### src/rtl/pwm_pkg.sv
package pwm_pkg;
  localparam int DATA_W = 32;
  localparam int PRE_W  = 6;
  localparam int DC_W   = 10;
  localparam int PV_W   = 10;

  localparam logic [1:0] SEL_CTL  = 2'd0;
  localparam logic [1:0] SEL_DUTY = 2'd1;
  localparam logic [1:0] SEL_PER  = 2'd2;

  typedef struct packed {
    logic             abrupt;
    logic [PRE_W-1:0] pre;
  } ctl_t;

  typedef struct packed {
    logic            full;
    logic [DC_W-1:0] dc;
  } duty_t;
endpackage

### src/rtl/pwm_regs.sv
module pwm_regs
  import pwm_pkg::*;
#(
  parameter int NUM_CH = 2,
  parameter int ADDR_W = 5
) (
  input  logic              clk_i,
  input  logic              rst_ni,
  input  logic              wr_i,
  input  logic [ADDR_W-1:0] addr_i,
  input  logic [DATA_W-1:0] wdata_i,
  output logic [DATA_W-1:0] rdata_o,
  output ctl_t              ctl_o  [NUM_CH],
  output duty_t             duty_o [NUM_CH],
  output logic [PV_W-1:0]   per_o  [NUM_CH]
);
  localparam int CH_SEL_W = ADDR_W - 4;

  logic [CH_SEL_W-1:0] ch_sel;
  logic [1:0]          word_sel;
  logic                unused_addr;
  logic                unused_wdata;

  assign ch_sel       = addr_i[ADDR_W-1:4];
  assign word_sel     = addr_i[3:2];
  assign unused_addr  = ^addr_i[1:0];
  assign unused_wdata = ^wdata_i[DATA_W-1:DC_W+1];

  for (genvar i = 0; i < NUM_CH; i++) begin : g_ch
    logic wr_ch;
    assign wr_ch = wr_i && (ch_sel == CH_SEL_W'(i));

    always_ff @(posedge clk_i or negedge rst_ni) begin
      if (!rst_ni) begin
        ctl_o[i]  <= '0;
        duty_o[i] <= '0;
        per_o[i]  <= '0;
      end else if (wr_ch) begin
        unique case (word_sel)
          SEL_CTL:  ctl_o[i]  <= ctl_t'(wdata_i[PRE_W:0]);
          SEL_DUTY: duty_o[i] <= duty_t'(wdata_i[DC_W:0]);
          SEL_PER:  per_o[i]  <= wdata_i[PV_W-1:0];
          default:  ;
        endcase
      end
    end
  end

  always_comb begin
    rdata_o = '0;
    for (int i = 0; i < NUM_CH; i++) begin
      if (ch_sel == CH_SEL_W'(i)) begin
        unique case (word_sel)
          SEL_CTL:  rdata_o = DATA_W'(ctl_o[i]);
          SEL_DUTY: rdata_o = DATA_W'(duty_o[i]);
          SEL_PER:  rdata_o = DATA_W'(per_o[i]);
          default:  rdata_o = '0;
        endcase
      end
    end
  end
endmodule

### src/rtl/pwm_chan.sv
module pwm_chan
  import pwm_pkg::*;
(
  input  logic            clk_i,
  input  logic            rst_ni,
  input  logic            en_i,
  input  ctl_t            ctl_i,
  input  duty_t           duty_i,
  input  logic [PV_W-1:0] per_i,
  output logic            pwm_o,
  output logic            run_o,
  output logic            wrap_o
);
  logic             run_q;
  logic [PRE_W-1:0] pre_cnt_q, pre_act_q;
  logic [PV_W-1:0]  per_cnt_q, pv_act_q;
  logic [DC_W-1:0]  dc_act_q;
  logic             full_act_q;
  logic             tick;

  assign tick   = (pre_cnt_q == pre_act_q);
  assign wrap_o = run_q && tick && (per_cnt_q == pv_act_q);

  always_ff @(posedge clk_i or negedge rst_ni) begin
    if (!rst_ni) begin
      run_q      <= 1'b0;
      pre_cnt_q  <= '0;
      per_cnt_q  <= '0;
      pre_act_q  <= '0;
      pv_act_q   <= '0;
      dc_act_q   <= '0;
      full_act_q <= 1'b0;
    end else if (!run_q) begin
      if (en_i) begin
        run_q      <= 1'b1;
        pre_cnt_q  <= '0;
        per_cnt_q  <= '0;
        pre_act_q  <= ctl_i.pre;
        pv_act_q   <= per_i;
        dc_act_q   <= duty_i.dc;
        full_act_q <= duty_i.full;
      end
    end else if (!en_i && ctl_i.abrupt) begin
      run_q     <= 1'b0;
      pre_cnt_q <= '0;
      per_cnt_q <= '0;
    end else if (wrap_o) begin
      // staged values become active only here
      run_q      <= en_i;
      pre_cnt_q  <= '0;
      per_cnt_q  <= '0;
      pre_act_q  <= ctl_i.pre;
      pv_act_q   <= per_i;
      dc_act_q   <= duty_i.dc;
      full_act_q <= duty_i.full;
    end else if (tick) begin
      pre_cnt_q <= '0;
      per_cnt_q <= per_cnt_q + 1'b1;
    end else begin
      pre_cnt_q <= pre_cnt_q + 1'b1;
    end
  end

  // per_cnt never exceeds pv, so dc > pv+1 saturates naturally
  assign pwm_o = run_q && (full_act_q || (per_cnt_q < dc_act_q));
  assign run_o = run_q;
endmodule

### src/rtl/pulse_mod_unit.sv
module pulse_mod_unit
  import pwm_pkg::*;
#(
  parameter int NUM_CH = 2,
  parameter int ADDR_W = 5
) (
  input  logic              clk_i,
  input  logic              rst_ni,
  input  logic              wr_i,
  input  logic [ADDR_W-1:0] addr_i,
  input  logic [DATA_W-1:0] wdata_i,
  output logic [DATA_W-1:0] rdata_o,
  input  logic [NUM_CH-1:0] chan_en_i,
  output logic [NUM_CH-1:0] pwm_o
);
  ctl_t              ctl_w  [NUM_CH];
  duty_t             duty_w [NUM_CH];
  logic [PV_W-1:0]   per_w  [NUM_CH];
  logic [NUM_CH-1:0] run_w;
  logic [NUM_CH-1:0] wrap_w;

  pwm_regs #(
    .NUM_CH (NUM_CH),
    .ADDR_W (ADDR_W)
  ) i_regs (
    .clk_i   (clk_i),
    .rst_ni  (rst_ni),
    .wr_i    (wr_i),
    .addr_i  (addr_i),
    .wdata_i (wdata_i),
    .rdata_o (rdata_o),
    .ctl_o   (ctl_w),
    .duty_o  (duty_w),
    .per_o   (per_w)
  );

  for (genvar i = 0; i < NUM_CH; i++) begin : g_chan
    pwm_chan i_chan (
      .clk_i  (clk_i),
      .rst_ni (rst_ni),
      .en_i   (chan_en_i[i]),
      .ctl_i  (ctl_w[i]),
      .duty_i (duty_w[i]),
      .per_i  (per_w[i]),
      .pwm_o  (pwm_o[i]),
      .run_o  (run_w[i]),
      .wrap_o (wrap_w[i])
    );
  end
endmodule

### config.mk
export PLATFORM = sky130hd
export DESIGN_NAME = pulse_mod_unit
export DESIGN_NICKNAME = d
export VERILOG_FILES = /design/src/rtl/pwm_pkg.sv /design/src/rtl/pwm_regs.sv /design/src/rtl/pwm_chan.sv /design/src/rtl/pulse_mod_unit.sv
export SDC_FILE = /design/constraint.sdc
export NUM_CORES = 1
export LEC_CHECK = 0
export ABC_AREA = 1
export ABC_CLOCK_PERIOD_IN_PS = 2000
export BUFFER_PORTS_ARGS = -buffer_cell sky130_fd_sc_hd__buf_2
export CORE_AREA = 2 2 117 119
export DETAILED_ROUTE_END_ITERATION = 6
export DIE_AREA = 0 0 119 121
export GPL_ROUTABILITY_DRIVEN = 0
export PLACE_DENSITY = 0.79
export SLEW_MARGIN = 20
export SYNTH_ARGS = -nofsm -noshare
export SYNTH_HDL_FRONTEND = slang
export SYNTH_SLANG_ARGS = --single-unit
### constraint.sdc
create_clock -name clk_i -period 2 [get_ports clk_i]
set_input_delay 0.2 -clock clk_i [delete_from_list [all_inputs] [get_ports clk_i]]
set_output_delay 0.2 -clock clk_i [all_outputs]
set_load 0.05 [all_outputs]
==> summary.txt, run 1 <==
Status
  • Status: complete, but fails checks
  • Failing checks: negative setup slack

Timing
  • Clk_skew: ~0.011 ns
  • Final Cycle Share: 111%
  • RSZ-0062 raised after global routing: yes
  • Crit path time final: approximately 2.2 ns
  • Final Slew Violations: 0
  • Final hold vios: 0
  • Slew headroom: around 58%
  • FMAX: 0.451 GHz
  • Worst setup slack after layout: -0.215 ns
  • Finish-stage setup viols: 2
  • Actual slew at the worst max-slew pin: roughly 0.62 ns
  • Post-route setup TNS: -0.363 ns

Critical path
  • CP Max Fanout: 2
  • Required @ worst endpoint: 1.80 ns
  • Critical Path Slowest Stage Cell: dfrtp_1
  • Worst path bufs/invs: 2
  • Critical path class: reg -> out
  • CP delay by family, top: compound AO/OA/AOI/OAI gates
  • Crit path launch type: register
  • CP max stage delay: ~0.34 ns
  • R2R Path Start: g_chan[1].i_chan.per_cnt_q[7]
  • Setup crit end kind: output port
  • Crit path cell chain: inv_1 -> ha_1 -> a21oi_1 -> nor2_1 -> a211oi_2 -> o211ai_1 -> a21oi_1 -> buf_4
  • Critical Path AT: around 2.0 ns
  • Critical Path Start: g_chan[0].i_chan.dc_act_q[7]
  • Most used cell, CP: a21oi_1

Synthesis
  • Part of the Yosys area used for sequential elements: about 47%
  • Async set or reset register ratio after synthesis: 100%
  • Mean Syn Cell Area: 7.85 sq um
  • Ys flop type: dfrtp_1
  • Mapped Area: between 7000 and 8000 sq um
  • Post-synth cell types: 31
  • Yosys reg bits: 144
  • Number of cells produced by synthesis: just under 1000
  • Warnings, synthesis: 0
  • Number of enable flip-flop cells after synthesis: 0

Clock tree
  • Num CTS Buffers: 17
  • Htree depth: 4
  • CTS tree: built
  • Clock transition at path regs: 0.06 ns
  • Root Driver: clkbuf_16
  • Clock Tree Buf Depth: 2
  • Clock sink count: 144
  • Skew-Pair Late Insertion Delay: ~0.43 ns

Detailed routing
  • Iteration-0 DRC Markers: between 500 and 600
  • Via density per instance: 5.47
  • DRT antenna net count: 0
  • Via Count: 6670
  • WL final: about 19000 um
  • DRC: 0
  • 1st-pass router iterations: 5
  • Drt wl/cell: roughly 16 um

GRT
  • Initial antenna violation count: 0
  • GRT Total Usage: 27.0%
  • Overflow after GRT: 0
  • Largest net degree at the start of global routing: between 50 and 60
  • Vias in the first global route: between 6000 and 7000
  • First-pass GRT wire length: about 30000 um

Power and ir drop
  • PwrDens: around 1300 nW/um^2
  • Worst vdd ir: ~900 uV
  • Leakage power: 4.48 nW

Final layout
  • Area growth syn-to-layout: 16.0%
  • Fillers: 993
  • Post-route insts no fill: between 1000 and 1500
  • Layout net count: ~1100
  • Design area: 8900 sq um
  • Final core utilization: ~70%
  • Reg area: around 3600 sq um
  • Proportion of layout cells with a drive suffix above 1: about 15%
  • Ant diodes: 0
  • Multi-input combinational cell area: ~3400 sq um

Floorplan
  • Cell Rows: between 40 and 50
  • Initial Utilization: a little under 60%
  • IO Count: between 70 and 80
  • Die height: 121 um
  • Die area: about 14000 sq um
  • Core Footprint: approximately 13000 sq um
  • Horiz. Die Dim: 119 um

Flow run
  • Max_cap viols: 0

Placed design
  • Placed cells: 1172
  • Port buffer count: 31
  • Post-DP HPWL: roughly 13000 um
  • DP Area: around 8000 sq um

Min path
  • HP Start: chan_en_i[0]
  • Hold Crit Class: in -> reg
==> what timing repair did <==
action | in CTS | in global routing
pin swaps | 5 | 12
hold buffers | 1 | 0
gates resized for setup | 10 | 35
hold endpoints to repair | 49 | 0
setup buffers | 2 | 12
setup endpoints to repair | 2 | 52
==> per-stage QoR <==
step / hold WS (ns) / worst slack [ns] / total power, mW
2_1_floorplan: -0.0956 / -0.0369 / 7.36
3_3_place_gp: 0.182 / 0.138 / 7.85
5_1_grt: 0.0645 / -0.298 / 12.3
3_5_place_dp: 0.187 / 0.110 / 7.99
4_1_cts: 0.0345 / -0.235 / 11.2
6_report: 0.0456 / -0.215 / 11.6
==> layer usage <==
layer | track usage [%] | up-vias | share of wire, %
li1 | - | 3219 | -
met1 | 38.0 | 3140 | 44
met2 | 42.3 | 276 | 47
met3 | 5.03 | 35 | 7.0
met4 | 9.67 | 0 | 2.0
met5 | 0 | - | 0
==> Yosys cell counts (2+ instances only) <==
cell type    n  share of area (%)
ha_1        22                3.6
a21boi_0     3               0.29
nand2_1    229                 11
nor2_1      47                2.3
inv_2        6               0.29
buf_6        2               0.29
o21bai_1    18                1.8
o211ai_1     2               0.20
buf_4       23                2.3
a21oi_1     35                2.3
nor3_1       5               0.33
inv_1      155                7.6
xnor2_1      6               0.68
buf_2       10               0.65
o21ai_1     42                2.7
nand3_1     27                1.8
o31ai_1      2               0.20
xor2_1      16                1.8
nand2_2      2               0.16
clkbuf_1    24                1.2
o21ai_0     92                6.0
nand4_1     26                2.1
o21ai_2      5               0.57
o22ai_1     27                2.2
dfrtp_1    144                 47
a211oi_1     2               0.20
==> state kept, by name (all words and copies together) (netlist names) <==
name	count
i_regs.ctl_o	14
i_regs.duty_o	22
g_chan.i_chan.dc_act_q	20
g_chan.i_chan.full_act_q	2
g_chan.i_chan.pre_act_q	12
g_chan.i_chan.run_o	2
g_chan.i_chan.pv_act_q	20
g_chan.i_chan.per_cnt_q	20
g_chan.i_chan.pre_cnt_q	12
i_regs.per_o	20
==> cell type report <==
type	count	share of cell area, %
Clock buffer	18	4.82
Clock inverter	14	1.65
Inverter	162	6.83
Multi-Input combinational cell	632	37.7
Sequential cell	144	40.6
Tap cell	176	2.47
Timing Repair Buffer	73	5.92
==> layout by cell type, fill, tap and decap left out, types with 21 or more instances in the layout <==
cell,netlist,final
o21ai_1,42,46
conb_1,1,21
nand3_1,27,27
dfrtp_1,144,134
nand2_1,229,227
o22ai_1,27,27
buf_4,23,38
buf_2,10,27
inv_1,155,152
nor2_1,47,46
o21ai_0,92,88
nand4_1,26,26
a21oi_1,35,29
==> power by group <==
group	total [mW]	internal, mW	switching [mW]
Combinational	3.92	1.47	2.45
Sequential	4.54	3.80	0.744
Clock	3.09	1.76	1.33
Total	11.6	7.02	4.53
==> kinds of logic (layout without fill, tap and decap cells) <==
logic type	after synthesis	count (layout)	share of synthesized area, %
simple gates	337	337	18.0
compound gates	230	230	16.6
buf+inv	221	267	12.3
flops	144	144	47.0
fa+ha+maj	22	22	3.59
xor+xnor	22	22	2.51
other cells	1	21	0.0489
==> worst reg2reg max path: cells and delay by family (launching register included) <==
family                 cells  cell delay (ns)
AND/OR/NAND/NOR            7             0.76
flip-flops                 1             0.45
buffers and inverters      2             0.36
AO/OA/AOI/OAI              2             0.18
==> final timing paths <==
path / end / slack (ns) / cells after the start
min: g_chan[0].i_chan.run_o / 0.05 / 3
max reg2reg: g_chan[1].i_chan.dc_act_q[1] / 0.14 / 11
max in group asynchronous: g_chan[1].i_chan.per_cnt_q[7] / 1.05 / 3
min reg2reg: g_chan[0].i_chan.dc_act_q[9] / 0.48 / 2
min in group asynchronous: g_chan[0].i_chan.pre_cnt_q[4] / 0.29 / 2
max: pwm_o[0] / -0.22 / 8
(Power assumes the default switching activity.)
==> run 2, diff against run 1 <==
--- a/config.mk
+++ b/config.mk
@@ -6,13 +6,14 @@
 export NUM_CORES = 1
 export LEC_CHECK = 0
 export ABC_AREA = 1
-export ABC_CLOCK_PERIOD_IN_PS = 2000
+export ABC_CLOCK_PERIOD_IN_PS = 2600
 export BUFFER_PORTS_ARGS = -buffer_cell sky130_fd_sc_hd__buf_2
 export CORE_AREA = 2 2 117 119
 export DETAILED_ROUTE_END_ITERATION = 6
 export DIE_AREA = 0 0 119 121
 export GPL_ROUTABILITY_DRIVEN = 0
 export PLACE_DENSITY = 0.79
+export REMOVE_ABC_BUFFERS = 1
 export SLEW_MARGIN = 20
 export SYNTH_ARGS = -nofsm -noshare
 export SYNTH_HDL_FRONTEND = slang
==> constraint.sdc (replaced) <==
create_clock -name clk_i -period 2.6 [get_ports clk_i]
set_input_delay 0.26 -clock clk_i [delete_from_list [all_inputs] [get_ports clk_i]]
set_output_delay 0.26 -clock clk_i [all_outputs]
set_load 0.05 [all_outputs]
==> run 2 against run 1 <==
The flow now finishes without violations. First-iteration DRC count increased by 5.8%. Utilization fell by 2.7 points. Hold slack better by 0.079 ns. Register-to-register slack gained 0.25 ns. Sequential cell count unchanged. Count of clock-buffer cells in the layout rose by 1. Wire length shrank 5.1%. Non-clock buffer count is 27 lower. Cell area decreased by 3.9%. Clock skew shrank 0.0028 ns. Largest power group unchanged.
==> summary.txt, run 2 (synthesis results as in run 1) <==
Floorplan
  • Cell Rows: 42
  • IO Count: 76
  • Horiz. Die Dim: 119 um
  • Core Footprint: about 13000 sq um
  • Die area: between 10000 and 15000 sq um
  • Die height: approximately 120 um
  • Initial Utilization: between 50% and 60%

Detailed routing
  • Via density per instance: 5.45
  • Drt wl/cell: approximately 15 um
  • DRT antenna net count: 0
  • Iteration-0 DRC Markers: about 550
  • DRC: 0
  • 1st-pass router iterations: 6
  • WL final: ~18000 um
  • Via Count: around 6500

Final layout
  • Area growth syn-to-layout: 11.4%
  • Layout net count: around 1100
  • Largest register by flop count: i_regs.duty_o
  • Proportion of layout cells with a drive suffix above 1: just under 9%
  • Ant diodes: 0
  • Commonest non-fill, non-tap cell in the layout: nand2_1
  • Most frequent cells in the layout: 229 x nand2_1, 155 x inv_1, 144 x dfrtp_1, 92 x o21ai_0, 47 x nor2_1
  • Fillers: about 1100
  • Design area: around 8600 sq um
  • Max reg flops: 22

Power and ir drop
  • Leakage power: around 4.4 nW
  • PwrDens: 1050 nW/um^2
  • Worst vdd ir: between 500 and 600 uV

Timing
  • Post-route setup TNS: 0 ns
  • Final Slew Violations: 0
  • Final Cycle Share: roughly 90%
  • Slew headroom: a little over half
  • Finish-stage setup viols: 0
  • Final hold vios: 0
  • Actual slew at the worst max-slew pin: 0.702 ns
  • Clk_skew: between 0.008 and 0.009 ns
  • RSZ-0062 raised after global routing: no
  • FMAX: 0.415 GHz
  • Crit path time final: 2.41 ns
  • Worst setup slack after layout: about 0.19 ns

Status
  • Status: complete, no violations

GRT
  • Grt met1 use: roughly 37%
  • GRT met2 Usage: between 40% and 50%
  • First-pass GRT wire length: slightly above 30000 um
  • Global route hottest layer: met2
  • Largest net degree at the start of global routing: 67
  • GRT Total Usage: 26.8%
  • Overflow after GRT: 0
  • Vias in the first global route: 6166
  • Initial antenna violation count: 0
  • Grt met3 use: under 10%

Clock tree
  • Clock sink count: 144
  • Clock transition at path regs: 0.06 ns
  • Skew-Pair Late Insertion Delay: around 0.42 ns
  • Root Driver: clkbuf_16
  • Clock Tree Buf Depth: 2
  • CTS tree: built
  • Num CTS Buffers: 17
  • Htree depth: 4
  • Postcts setup bufs: 0

Placed design
  • Port buffer count: 31
  • DP Area: a little under 8000 sq um
  • Post-DP HPWL: about 12000 um
  • Setup Slack @ Placement: about 0.54 ns

Critical path
  • CP max stage delay: about 0.46 ns
  • Setup crit end kind: output port
  • CP delay by family, top: compound AO/OA/AOI/OAI gates
  • CP Max Fanout: 6
  • Required @ worst endpoint: 2.34 ns
  • Most used cell, CP: a21oi_1
  • Worst path bufs/invs: 1
  • Critical path class: reg -> out
  • Critical Path Slowest Stage Cell: dfrtp_1
  • Crit path cell chain: ha_1 -> a21oi_1 -> nor2_1 -> a211oi_1 -> o211ai_1 -> a21oi_1 -> buf_4
  • Crit path launch type: register
  • Critical Path AT: approximately 2.2 ns

Min path
  • Hold Crit Class: in -> reg

Flow run
  • Max_cap viols: 0
==> run 2: cell count changes in the layout (fill, tap and decap cells not counted), moves of 4 or more <==
| cell | previous run | this run |
|---|---|---|
| a21oi_2 | 6 | 0 |
| dfrtp_2 | 10 | 0 |
| dfrtp_1 | 134 | 144 |
| o21ai_0 | 88 | 92 |
| ha_1 | 14 | 22 |
| a21oi_1 | 29 | 35 |
| ha_4 | 7 | 0 |
| buf_4 | 38 | 14 |
| o21ai_1 | 46 | 42 |
==> run 2: timing repair <==
| action | in CTS | in global routing |
|---|---|---|
| hold buffers | 1 | 0 |
| setup endpoints to repair | 0 | 1 |
| hold endpoints to repair | 55 | 0 |
| gates resized for setup | 0 | 2 |
==> run 2: final timing paths <==
| check | start | cells past startpoint | slack [ns] | to |
|---|---|---|---|---|
| max | g_chan[0].i_chan.per_cnt_q[7] | 7 | 0.19 | pwm_o[0] |
| max in group asynchronous | rst_ni | 3 | 1.47 | g_chan[1].i_chan.per_cnt_q[0] |
| min in group asynchronous | rst_ni | 2 | 0.38 | g_chan[0].i_chan.pre_cnt_q[4] |
| max reg2reg | g_chan[1].i_chan.per_cnt_q[0] | 12 | 0.39 | g_chan[1].i_chan.pv_act_q[5] |
| min reg2reg | g_chan[0].i_chan.dc_act_q[9] | 2 | 0.48 | g_chan[0].i_chan.dc_act_q[9] |
| min | chan_en_i[1] | 3 | 0.12 | g_chan[1].i_chan.run_o |
==> run 2: area by class of cell <==
cell class	count	area (sq um)	share of cell area, %
tap	176	220	2.58
multi-input combinational	632	3200	37.4
clock buffer	19	443	5.18
sequential	144	3600	42.1
clock inverter	12	183	2.14
timing repair buffer	46	292	3.41
inverter	162	608	7.11
==> run 2: worst min-delay path, delay by kind of cell <==
kind | cells | cell delay (ns)
AO/OA/AOI/OAI | 1 | 0.09
buffers and inverters | 2 | 0.16
==> run 2: metal layers <==
metal / vias up / routed length [um] / share of wire (%)
li1: 3158 / - / -
met1: 3064 / 8180 / 45
met2: 235 / 8260 / 46
met3: 33 / 1190 / 6.6
met4: 0 / 368 / 2.0
met5: - / 0 / 0
==> run 2: report_power, final <==
part,internal (mW),switching (mW),total [mW]
Sequential,2.94,0.604,3.54
Combinational,1.04,1.85,2.89
Clock,1.63,0.951,2.58
Total,5.61,3.41,9.02
==> run 2: per-stage QoR <==
step	utilization, %	hold slack [ns]	power [mW]	cells
global route	65.3	0.149	9.67	1191
CTS	65.3	0.116	9.01	1191
global placement	60.5	0.259	6.27	1159
finish	65.3	0.125	9.02	1191
detailed placement	60.5	0.263	6.38	1159
floorplan	-	-0.0356	5.51	938
